**config.mk**
```make
export PLATFORM = sky130hd
export DESIGN_NAME = regbank_top
export DESIGN_NICKNAME = d
export VERILOG_FILES = /design/src/rtl/regbank_pkg.sv /design/src/rtl/rb_sync.sv /design/src/rtl/rb_xfer_fsm.sv /design/src/rtl/rb_store.sv /design/src/rtl/regbank_top.sv
export SDC_FILE = /design/constraint.sdc
export NUM_CORES = 1
export LEC_CHECK = 0
export BUFFER_PORTS_ARGS = -buffer_cell sky130_fd_sc_hd__buf_4
export CAP_MARGIN = 5
export CELL_PAD_IN_SITES_DETAIL_PLACEMENT = 1
export CELL_PAD_IN_SITES_GLOBAL_PLACEMENT = 1
export CORE_MARGIN = 2
export CORE_UTILIZATION = 35
export CTS_CLUSTER_DIAMETER = 150
export CTS_CLUSTER_SIZE = 10
export DETAILED_ROUTE_END_ITERATION = 10
export PLACE_DENSITY = 0.81
export SYNTH_ARGS = -nofsm -noshare
export SYNTH_HDL_FRONTEND = slang
export SYNTH_HIERARCHICAL = 1
export SYNTH_SLANG_ARGS = --single-unit
export TNS_END_PERCENT = 20
```
**constraint.sdc**
```tcl
create_clock -name clk -period 2.1 [get_ports clk]
set_input_delay 0.105 -clock clk [delete_from_list [all_inputs] [get_ports clk]]
set_output_delay 0.105 -clock clk [all_outputs]
set_load 0.02 [all_outputs]
```
**src/rtl/regbank_pkg.sv**
```systemverilog
package regbank_pkg;

    // Slot numbering; the read-only positions are decoded by the store.
    localparam int SLOT_CFG       = 0;
    localparam int SLOT_BITCOUNT  = 1;
    localparam int SLOT_BIAS      = 2;
    localparam int SLOT_SHUTTER   = 3;
    localparam int SLOT_FRAMES    = 4;
    localparam int SLOT_EXTDAC    = 5;
    localparam int SLOT_PULSEDAC  = 6;
    localparam int SLOT_PULSEPAR  = 7;
    localparam int SLOT_VERSION   = 8;
    localparam int SLOT_ADCCTL    = 9;
    localparam int SLOT_ADCVAL    = 10;
    localparam int SLOT_GPIO      = 11;

    typedef enum logic [2:0] {
        XS_IDLE,
        XS_ADDR_ACK,
        XS_HI_WAIT,
        XS_HI_ACK,
        XS_LO_WAIT,
        XS_LO_ACK
    } xfer_state_e;

    function automatic bit slot_is_read_only(input int idx);
        return (idx == SLOT_VERSION) || (idx == SLOT_ADCVAL);
    endfunction

endpackage

```
**src/rtl/rb_sync.sv**
```systemverilog
module rb_sync #(
    parameter int WIDTH  = 3,
    parameter int STAGES = 2
) (
    input  logic             clk,
    input  logic             rst_n,
    input  logic [WIDTH-1:0] d_i,
    output logic [WIDTH-1:0] q_o
);

    logic [WIDTH-1:0] chain [STAGES];

    always_ff @(posedge clk) begin
        if (!rst_n) chain[0] <= '0;
        else        chain[0] <= d_i;
    end

    generate
        for (genvar s = 1; s < STAGES; s++) begin : g_stage
            always_ff @(posedge clk) begin
                if (!rst_n) chain[s] <= '0;
                else        chain[s] <= chain[s-1];
            end
        end
    endgenerate

    assign q_o = chain[STAGES-1];

endmodule

```
**src/rtl/rb_xfer_fsm.sv**
```systemverilog
module rb_xfer_fsm
    import regbank_pkg::*;
#(
    parameter int HALF_W = 16,
    parameter int ADDR_W = 4,
    localparam int WORD_W = 2 * HALF_W
) (
    input  logic              clk,
    input  logic              rst_n,
    input  logic              req_s,
    input  logic              sel_s,
    input  logic              wr_s,
    input  logic [HALF_W-1:0] din_i,
    input  logic [WORD_W-1:0] rd_word_i,
    output logic              ack_o,
    output logic [ADDR_W-1:0] addr_o,
    output logic              commit_o,
    output logic [WORD_W-1:0] commit_word_o,
    output logic [HALF_W-1:0] dout_o
);

    xfer_state_e state_q, state_d;

    logic              wr_q;
    logic [ADDR_W-1:0] addr_q;
    logic [HALF_W-1:0] stage_q;
    logic [WORD_W-1:0] rd_hold_q;
    logic [HALF_W-1:0] dout_q;

    logic addr_take, hi_take, lo_take, abort;

    // State register
    always_ff @(posedge clk) begin
        if (!rst_n) state_q <= XS_IDLE;
        else        state_q <= state_d;
    end

    // Transition logic
    always_comb begin
        state_d = state_q;
        unique case (state_q)
            XS_IDLE:     if (req_s && sel_s) state_d = XS_ADDR_ACK;
            XS_ADDR_ACK: if (!req_s)         state_d = XS_HI_WAIT;
            XS_HI_WAIT: begin
                if (!sel_s)     state_d = XS_IDLE;
                else if (req_s) state_d = XS_HI_ACK;
            end
            XS_HI_ACK:   if (!req_s)         state_d = XS_LO_WAIT;
            XS_LO_WAIT: begin
                if (!sel_s)     state_d = XS_IDLE;
                else if (req_s) state_d = XS_LO_ACK;
            end
            XS_LO_ACK:   if (!req_s)         state_d = XS_IDLE;
            default:                         state_d = XS_IDLE;
        endcase
    end

    // Outputs and phase events
    always_comb begin
        addr_take = (state_q == XS_IDLE) && req_s && sel_s;
        hi_take   = (state_q == XS_HI_WAIT) && sel_s && req_s;
        lo_take   = (state_q == XS_LO_WAIT) && sel_s && req_s;
        abort     = ((state_q == XS_HI_WAIT) || (state_q == XS_LO_WAIT)) && !sel_s;
        ack_o     = (state_q == XS_ADDR_ACK) || (state_q == XS_HI_ACK) ||
                    (state_q == XS_LO_ACK);
        commit_o      = lo_take && wr_q;
        commit_word_o = {stage_q, din_i};
    end

    // Phase datapath
    always_ff @(posedge clk) begin
        if (!rst_n) begin
            wr_q      <= 1'b0;
            addr_q    <= '0;
            stage_q   <= '0;
            rd_hold_q <= '0;
            dout_q    <= '0;
        end else begin
            if (addr_take) begin
                addr_q <= din_i[ADDR_W-1:0];
                wr_q   <= wr_s;
            end
            if (hi_take) begin
                if (wr_q) begin
                    stage_q <= din_i;
                end else begin
                    rd_hold_q <= rd_word_i;
                    dout_q    <= rd_word_i[WORD_W-1:HALF_W];
                end
            end
            if (lo_take && !wr_q) dout_q <= rd_hold_q[HALF_W-1:0];
            if (abort || lo_take) stage_q <= '0;
        end
    end

    assign addr_o = addr_q;
    assign dout_o = dout_q;

endmodule

```
**src/rtl/rb_store.sv**
```systemverilog
module rb_store
    import regbank_pkg::*;
#(
    parameter int WORD_W    = 32,
    parameter int ADDR_W    = 4,
    parameter int REG_COUNT = 12,
    parameter logic [WORD_W-1:0] VERSION_CODE = '0
) (
    input  logic                        clk,
    input  logic                        rst_n,
    input  logic                        commit_i,
    input  logic [ADDR_W-1:0]           addr_i,
    input  logic [WORD_W-1:0]           word_i,
    input  logic [WORD_W-1:0]           adc_value_i,
    output logic [WORD_W-1:0]           rd_word_o,
    output logic [REG_COUNT*WORD_W-1:0] regs_o,
    output logic [WORD_W-1:0]           gpio_o
);

    logic [WORD_W-1:0] slot [REG_COUNT];

    generate
        for (genvar g = 0; g < REG_COUNT; g++) begin : g_slot
            if (g == SLOT_VERSION) begin : g_ver
                assign slot[g] = VERSION_CODE;
            end else if (g == SLOT_ADCVAL) begin : g_adc
                assign slot[g] = adc_value_i;
            end else begin : g_rw
                logic [WORD_W-1:0] val_q;
                always_ff @(posedge clk) begin
                    if (!rst_n)
                        val_q <= '0;
                    else if (commit_i && (int'(addr_i) == g))
                        val_q <= word_i;
                end
                assign slot[g] = val_q;
            end
            assign regs_o[g*WORD_W +: WORD_W] = slot[g];
        end
    endgenerate

    // Read-back multiplexer; numbers past the last slot read as zero
    always_comb begin
        rd_word_o = '0;
        for (int i = 0; i < REG_COUNT; i++) begin
            if (int'(addr_i) == i) rd_word_o = slot[i];
        end
    end

    assign gpio_o = slot[SLOT_GPIO];

endmodule

```
**src/rtl/regbank_top.sv**
```systemverilog
module regbank_top #(
    parameter int HALF_W      = 16,
    parameter int ADDR_W      = 4,
    parameter int REG_COUNT   = 12,
    parameter int SYNC_STAGES = 2,
    parameter logic [2*HALF_W-1:0] VERSION_CODE = 32'h0002_0001
) (
    input  logic                          clk,
    input  logic                          rst_n,
    input  logic                          host_sel_i,
    input  logic                          host_wr_i,
    input  logic                          host_req_i,
    output logic                          host_ack_o,
    input  logic [HALF_W-1:0]             host_data_i,
    output logic [HALF_W-1:0]             host_data_o,
    input  logic [2*HALF_W-1:0]           adc_value_i,
    output logic [REG_COUNT*2*HALF_W-1:0] regs_o,
    output logic [2*HALF_W-1:0]           gpio_o
);

    localparam int WORD_W = 2 * HALF_W;

    logic [2:0]        ctl_s;
    logic [ADDR_W-1:0] addr;
    logic              commit;
    logic [WORD_W-1:0] commit_word;
    logic [WORD_W-1:0] rd_word;

    rb_sync #(
        .WIDTH (3),
        .STAGES(SYNC_STAGES)
    ) u_sync (
        .clk  (clk),
        .rst_n(rst_n),
        .d_i  ({host_sel_i, host_wr_i, host_req_i}),
        .q_o  (ctl_s)
    );

    rb_xfer_fsm #(
        .HALF_W(HALF_W),
        .ADDR_W(ADDR_W)
    ) u_fsm (
        .clk          (clk),
        .rst_n        (rst_n),
        .req_s        (ctl_s[0]),
        .wr_s         (ctl_s[1]),
        .sel_s        (ctl_s[2]),
        .din_i        (host_data_i),
        .rd_word_i    (rd_word),
        .ack_o        (host_ack_o),
        .addr_o       (addr),
        .commit_o     (commit),
        .commit_word_o(commit_word),
        .dout_o       (host_data_o)
    );

    rb_store #(
        .WORD_W      (WORD_W),
        .ADDR_W      (ADDR_W),
        .REG_COUNT   (REG_COUNT),
        .VERSION_CODE(VERSION_CODE)
    ) u_store (
        .clk        (clk),
        .rst_n      (rst_n),
        .commit_i   (commit),
        .addr_i     (addr),
        .word_i     (commit_word),
        .adc_value_i(adc_value_i),
        .rd_word_o  (rd_word),
        .regs_o     (regs_o),
        .gpio_o     (gpio_o)
    );

endmodule

```
==> metrics.cfg <==
[route]
final_antenna_net_count = 0
total_vias_in_the_final_route = 19704
routed_wirelength_um = 90000
drtIter0Drc = 1742
routed_via_density = 5.72
drc = 0
detailedRoute.firstPassIterationCount = 5
wire_length_per_cell_after_detailed_routing_um = 26.1

[cells_and_area]
final_cells = 3443
post_route_cells_drive_above_1_share_pct = 24.6
final_nets = 2789
diodes = 0
design_area_final_um2 = 24300
n_fill_cell = 6523
synthToLayoutAreaGrowth_pct = 26.1

[die]
initial_standard_cell_utilization_of_the_core_pct = 35.2
design.portCount = 486
num_rows = 86
chipHeight_um = 239
floorplan.die_area_um2 = 57000
die_w_um = 239
core_region_area_um2 = 54800

[synthesis]
synth.yosys.warnings = 6
netlist_instances = 2433
synth_enable_flop_cells = 0
ys_async_sr_fraction_pct = 0
netlist_area_um2 = 19300
yosysSeqAreaShare_pct = 39.7
post_synth.cell_area_avg_um2 = 7.92
synth_cell_types = 64
dominantRegCellSynth = sky130_fd_sc_hd__dfxtp_1
synth_seq_cells = 382

[global_routing]
antenna_violations_before_repair = 0
grt_first_pass_wirelength_um = 130000
grt_remaining_overflow = 0
grt_usage_pct = 30.1
largest_net_degree_at_the_start_of_global_routing = 185
number_of_global_route_vias_before_repair = 19949

[flow_run]
drv_cap = 0

[cts]
tritoncts = built
cts_setup_buffers = 0
clk_root_buffer_cell = sky130_fd_sc_hd__clkbuf_16
total_clock_sinks = 382
cts_htree_levels = 2
cts_buffers = 44
clkSlewWorstSetupHoldPaths_ns = 0.06
clkLatencyLatePin_ns = 0.60
clock_path_buffers = 3

[worst_setup_path]
wp_data_required_ns = 2.62
critical_path.endpoint = u_fsm/rd_hold_q[6]$_SDFFE_PN0P_
critical_path.endpoint_type = flip-flop
cp_max_fo = 45
startpoint_type = flip-flop
r2r_setup_slk_ns = -0.04
reg2reg_to = u_fsm/rd_hold_q[6]$_SDFFE_PN0P_
critical_path_arrival_ns = 2.65
worstRegToRegCells = 7
beginning_of_the_critical_path = u_fsm/addr_o[1]$_SDFFE_PN0P_
crit-reg2reg-launch = u_fsm/addr_o[1]$_SDFFE_PN0P_
critical_path_class = reg2reg

[sta]
setup-violations-final = 1
final.period_utilization_pct = 102
hold-worst-slack_ns = 0.0264
worst-slew-pin-transition_ns = 0.896
finalSetupTns_ns = -0.0384
max_freq_ghz = 0.468
slew_headroom_pct = 40.3
fin_worst_skew_ns = 0.0311
number_of_hold_violations_in_the_final_report = 0
timing.final.crit_period_ns = 2.14
final-max-slew-violation-count = 0
grt_setup_unrepaired = yes
worst_slack_ns = -0.0384

[placed_design]
total_placed_instance_area_um2 = 22800
dp_hpwl_um = 64900
place_ws_ns = -0.136
buffer_ports.inserted = 453
numPlacedInstances = 3375
gp_congestion = 0.931

[outcome]
failed_checks = negative setup slack
run_status = finished, violations left

[power]
p_leak_nw = 8.77
peak_ir_drop_on_the_vdd_network_v = 0.000523
p_per_area_nw_per_um2 = 609

[min_path]
worst_hold_path_type = in2reg

## flip-flops by register name, indices dropped and copies added, names as in the netlist
register	flops
u_sync/chain	6
u_fsm/state_q	3
u_store/g_slot.g_rw.val_q	288
u_fsm/addr_o	4
u_fsm/rd_hold_q	16
u_store/gpio_o	32
u_fsm/wr_q	1
u_fsm/stage_q	16
u_fsm/dout_o	16
## how the worst min path moves through the flow
stage	endpoint	startpoint	cells past startpoint
floorplan	u_fsm/state_q[2]$_SDFFE_PN0P_	rst_n	1
global placement	u_sync/chain[0][0]$_SDFF_PN0_	host_req_i	2
detailed placement	u_sync/chain[0][1]$_SDFF_PN0_	host_wr_i	2
CTS	u_fsm/rd_hold_q[12]$_SDFFE_PN0P_	rst_n	3
global route	u_fsm/rd_hold_q[12]$_SDFFE_PN0P_	rst_n	3
finish	u_fsm/rd_hold_q[12]$_SDFFE_PN0P_	rst_n	3
## synthesized netlist by cell type (9+ instances only)
| master | n | share of area, % |
|---|---|---|
| sky130_fd_sc_hd__o21ai_1 | 37 | 0.96 |
| sky130_fd_sc_hd__buf_4 | 141 | 5.5 |
| sky130_fd_sc_hd__buf_6 | 10 | 0.58 |
| sky130_fd_sc_hd__nand3_1 | 79 | 2.1 |
| sky130_fd_sc_hd__clkbuf_1 | 113 | 2.2 |
| sky130_fd_sc_hd__buf_2 | 90 | 2.3 |
| sky130_fd_sc_hd__a21boi_1 | 77 | 3.0 |
| sky130_fd_sc_hd__o22ai_1 | 31 | 1.0 |
| sky130_fd_sc_hd__a311oi_2 | 10 | 0.78 |
| sky130_fd_sc_hd__nor3_1 | 20 | 0.52 |
| sky130_fd_sc_hd__o2bb2ai_1 | 28 | 1.3 |
| sky130_fd_sc_hd__nand2b_1 | 29 | 0.94 |
| sky130_fd_sc_hd__o21ai_0 | 71 | 1.8 |
| sky130_fd_sc_hd__a221oi_1 | 21 | 0.95 |
| sky130_fd_sc_hd__mux2i_1 | 83 | 4.3 |
| sky130_fd_sc_hd__a21boi_0 | 243 | 9.5 |
| sky130_fd_sc_hd__a21oi_1 | 88 | 2.3 |
| sky130_fd_sc_hd__dfxtp_1 | 382 | 40 |
| sky130_fd_sc_hd__mux2_2 | 11 | 0.64 |
| sky130_fd_sc_hd__and3_1 | 9 | 0.29 |
| sky130_fd_sc_hd__nand2_1 | 686 | 13 |
| sky130_fd_sc_hd__o2111ai_1 | 19 | 0.86 |
| sky130_fd_sc_hd__nor2_1 | 54 | 1.1 |
## stage by stage
| stage | power, mW | util, % |
|---|---|---|
| 2_1_floorplan | 7.88 | - |
| 3_3_place_gp | 8.06 | 41.7 |
| 3_5_place_dp | 8.07 | 41.7 |
| 4_1_cts | 14.9 | 44.2 |
| 5_1_grt | 15.2 | 44.4 |
| 6_report | 14.8 | 44.4 |
## cell usage in the layout (no fill, tap or decap), types with 3 or more instances in the layout
cell / instances
sky130_fd_sc_hd__a211o_1: 7
sky130_fd_sc_hd__a22oi_1: 6
sky130_fd_sc_hd__o32ai_2: 3
sky130_fd_sc_hd__a221oi_1: 20
sky130_fd_sc_hd__and2_1: 7
sky130_fd_sc_hd__clkbuf_16: 44
sky130_fd_sc_hd__o22ai_1: 26
sky130_fd_sc_hd__o2bb2ai_1: 26
sky130_fd_sc_hd__dlygate4sd3_1: 19
sky130_fd_sc_hd__inv_1: 6
sky130_fd_sc_hd__o21ai_0: 70
sky130_fd_sc_hd__a211oi_1: 6
sky130_fd_sc_hd__o22ai_2: 5
sky130_fd_sc_hd__a21boi_0: 243
sky130_fd_sc_hd__mux2i_1: 82
sky130_fd_sc_hd__mux2_2: 11
sky130_fd_sc_hd__dfxtp_1: 378
sky130_fd_sc_hd__nand3_1: 79
sky130_fd_sc_hd__o2111ai_1: 19
sky130_fd_sc_hd__nand2b_1: 26
sky130_fd_sc_hd__nor3_1: 20
sky130_fd_sc_hd__a22o_1: 5
sky130_fd_sc_hd__and3b_1: 4
sky130_fd_sc_hd__nand2b_2: 3
sky130_fd_sc_hd__conb_1: 32
sky130_fd_sc_hd__o21ai_1: 38
sky130_fd_sc_hd__and3_1: 9
sky130_fd_sc_hd__nand2_1: 685
sky130_fd_sc_hd__nor2b_1: 3
sky130_fd_sc_hd__a21oi_1: 87
sky130_fd_sc_hd__a311oi_1: 6
sky130_fd_sc_hd__buf_4: 536
sky130_fd_sc_hd__nor2_1: 54
sky130_fd_sc_hd__a311oi_2: 11
sky130_fd_sc_hd__buf_12: 28
sky130_fd_sc_hd__a21boi_1: 77
## cell families after synthesis
family | Yosys count | share of synthesized area [%]
DFF | 382 | 39.7
muxes | 96 | 5.18
other | 2 | 0.0390
xor gates and xnor gates | 1 | 0.0454
AOI/OAI and AO/OA | 670 | 24.3
and+or+nand+nor | 916 | 19.9
buffers and inverters | 366 | 10.9
## power breakdown
group / internal [mW] / switching (mW)
Clock: 3.73 / 3.12
Sequential: 7.25 / 0.00508
Combinational: 0.258 / 0.441
## per-layer routing
layer / wire length, um / track usage [%] / vias up
li1: - / - / 8695
met1: 37500 / 39.6 / 9877
met2: 41100 / 47.6 / 953
met3: 7550 / 6.07 / 179
met4: 3880 / 13.9 / 0
met5: 0 / 0 / -
## worst max-delay path, cell delays in order (launching register included)
cell and delay [ns]:
sky130_fd_sc_hd__dfxtp_4 0.44, sky130_fd_sc_hd__buf_12 0.27, sky130_fd_sc_hd__nand2b_2 0.25, sky130_fd_sc_hd__o22ai_1 0.12, sky130_fd_sc_hd__o2bb2ai_1 0.18, sky130_fd_sc_hd__o32ai_2 0.44, sky130_fd_sc_hd__nand3_1 0.20, sky130_fd_sc_hd__a21oi_1 0.17
## cell type report
class | instances | area, um2 | area share, %
repair buffers | 585 | 4800 | 19.7
multi-input cells | 1715 | 9790 | 40.3
clock buffers | 45 | 1100 | 4.54
clock inverters | 4 | 53.8 | 0.221
inverters | 8 | 30.0 | 0.124
flip-flops and latches | 382 | 7660 | 31.5
well taps | 704 | 881 | 3.62
## repair_timing
item / 4_1_cts / 5_1_grt
gates resized for setup: 8 / 19
endpoints found under the hold margin: 183 / 0
gates cloned: 0 / 0
pin swaps: 0 / 3
hold buffers: 19 / 0
endpoints found under the setup margin: 7 / 36
No activity file was read; power rests on OpenSTA's default activity.
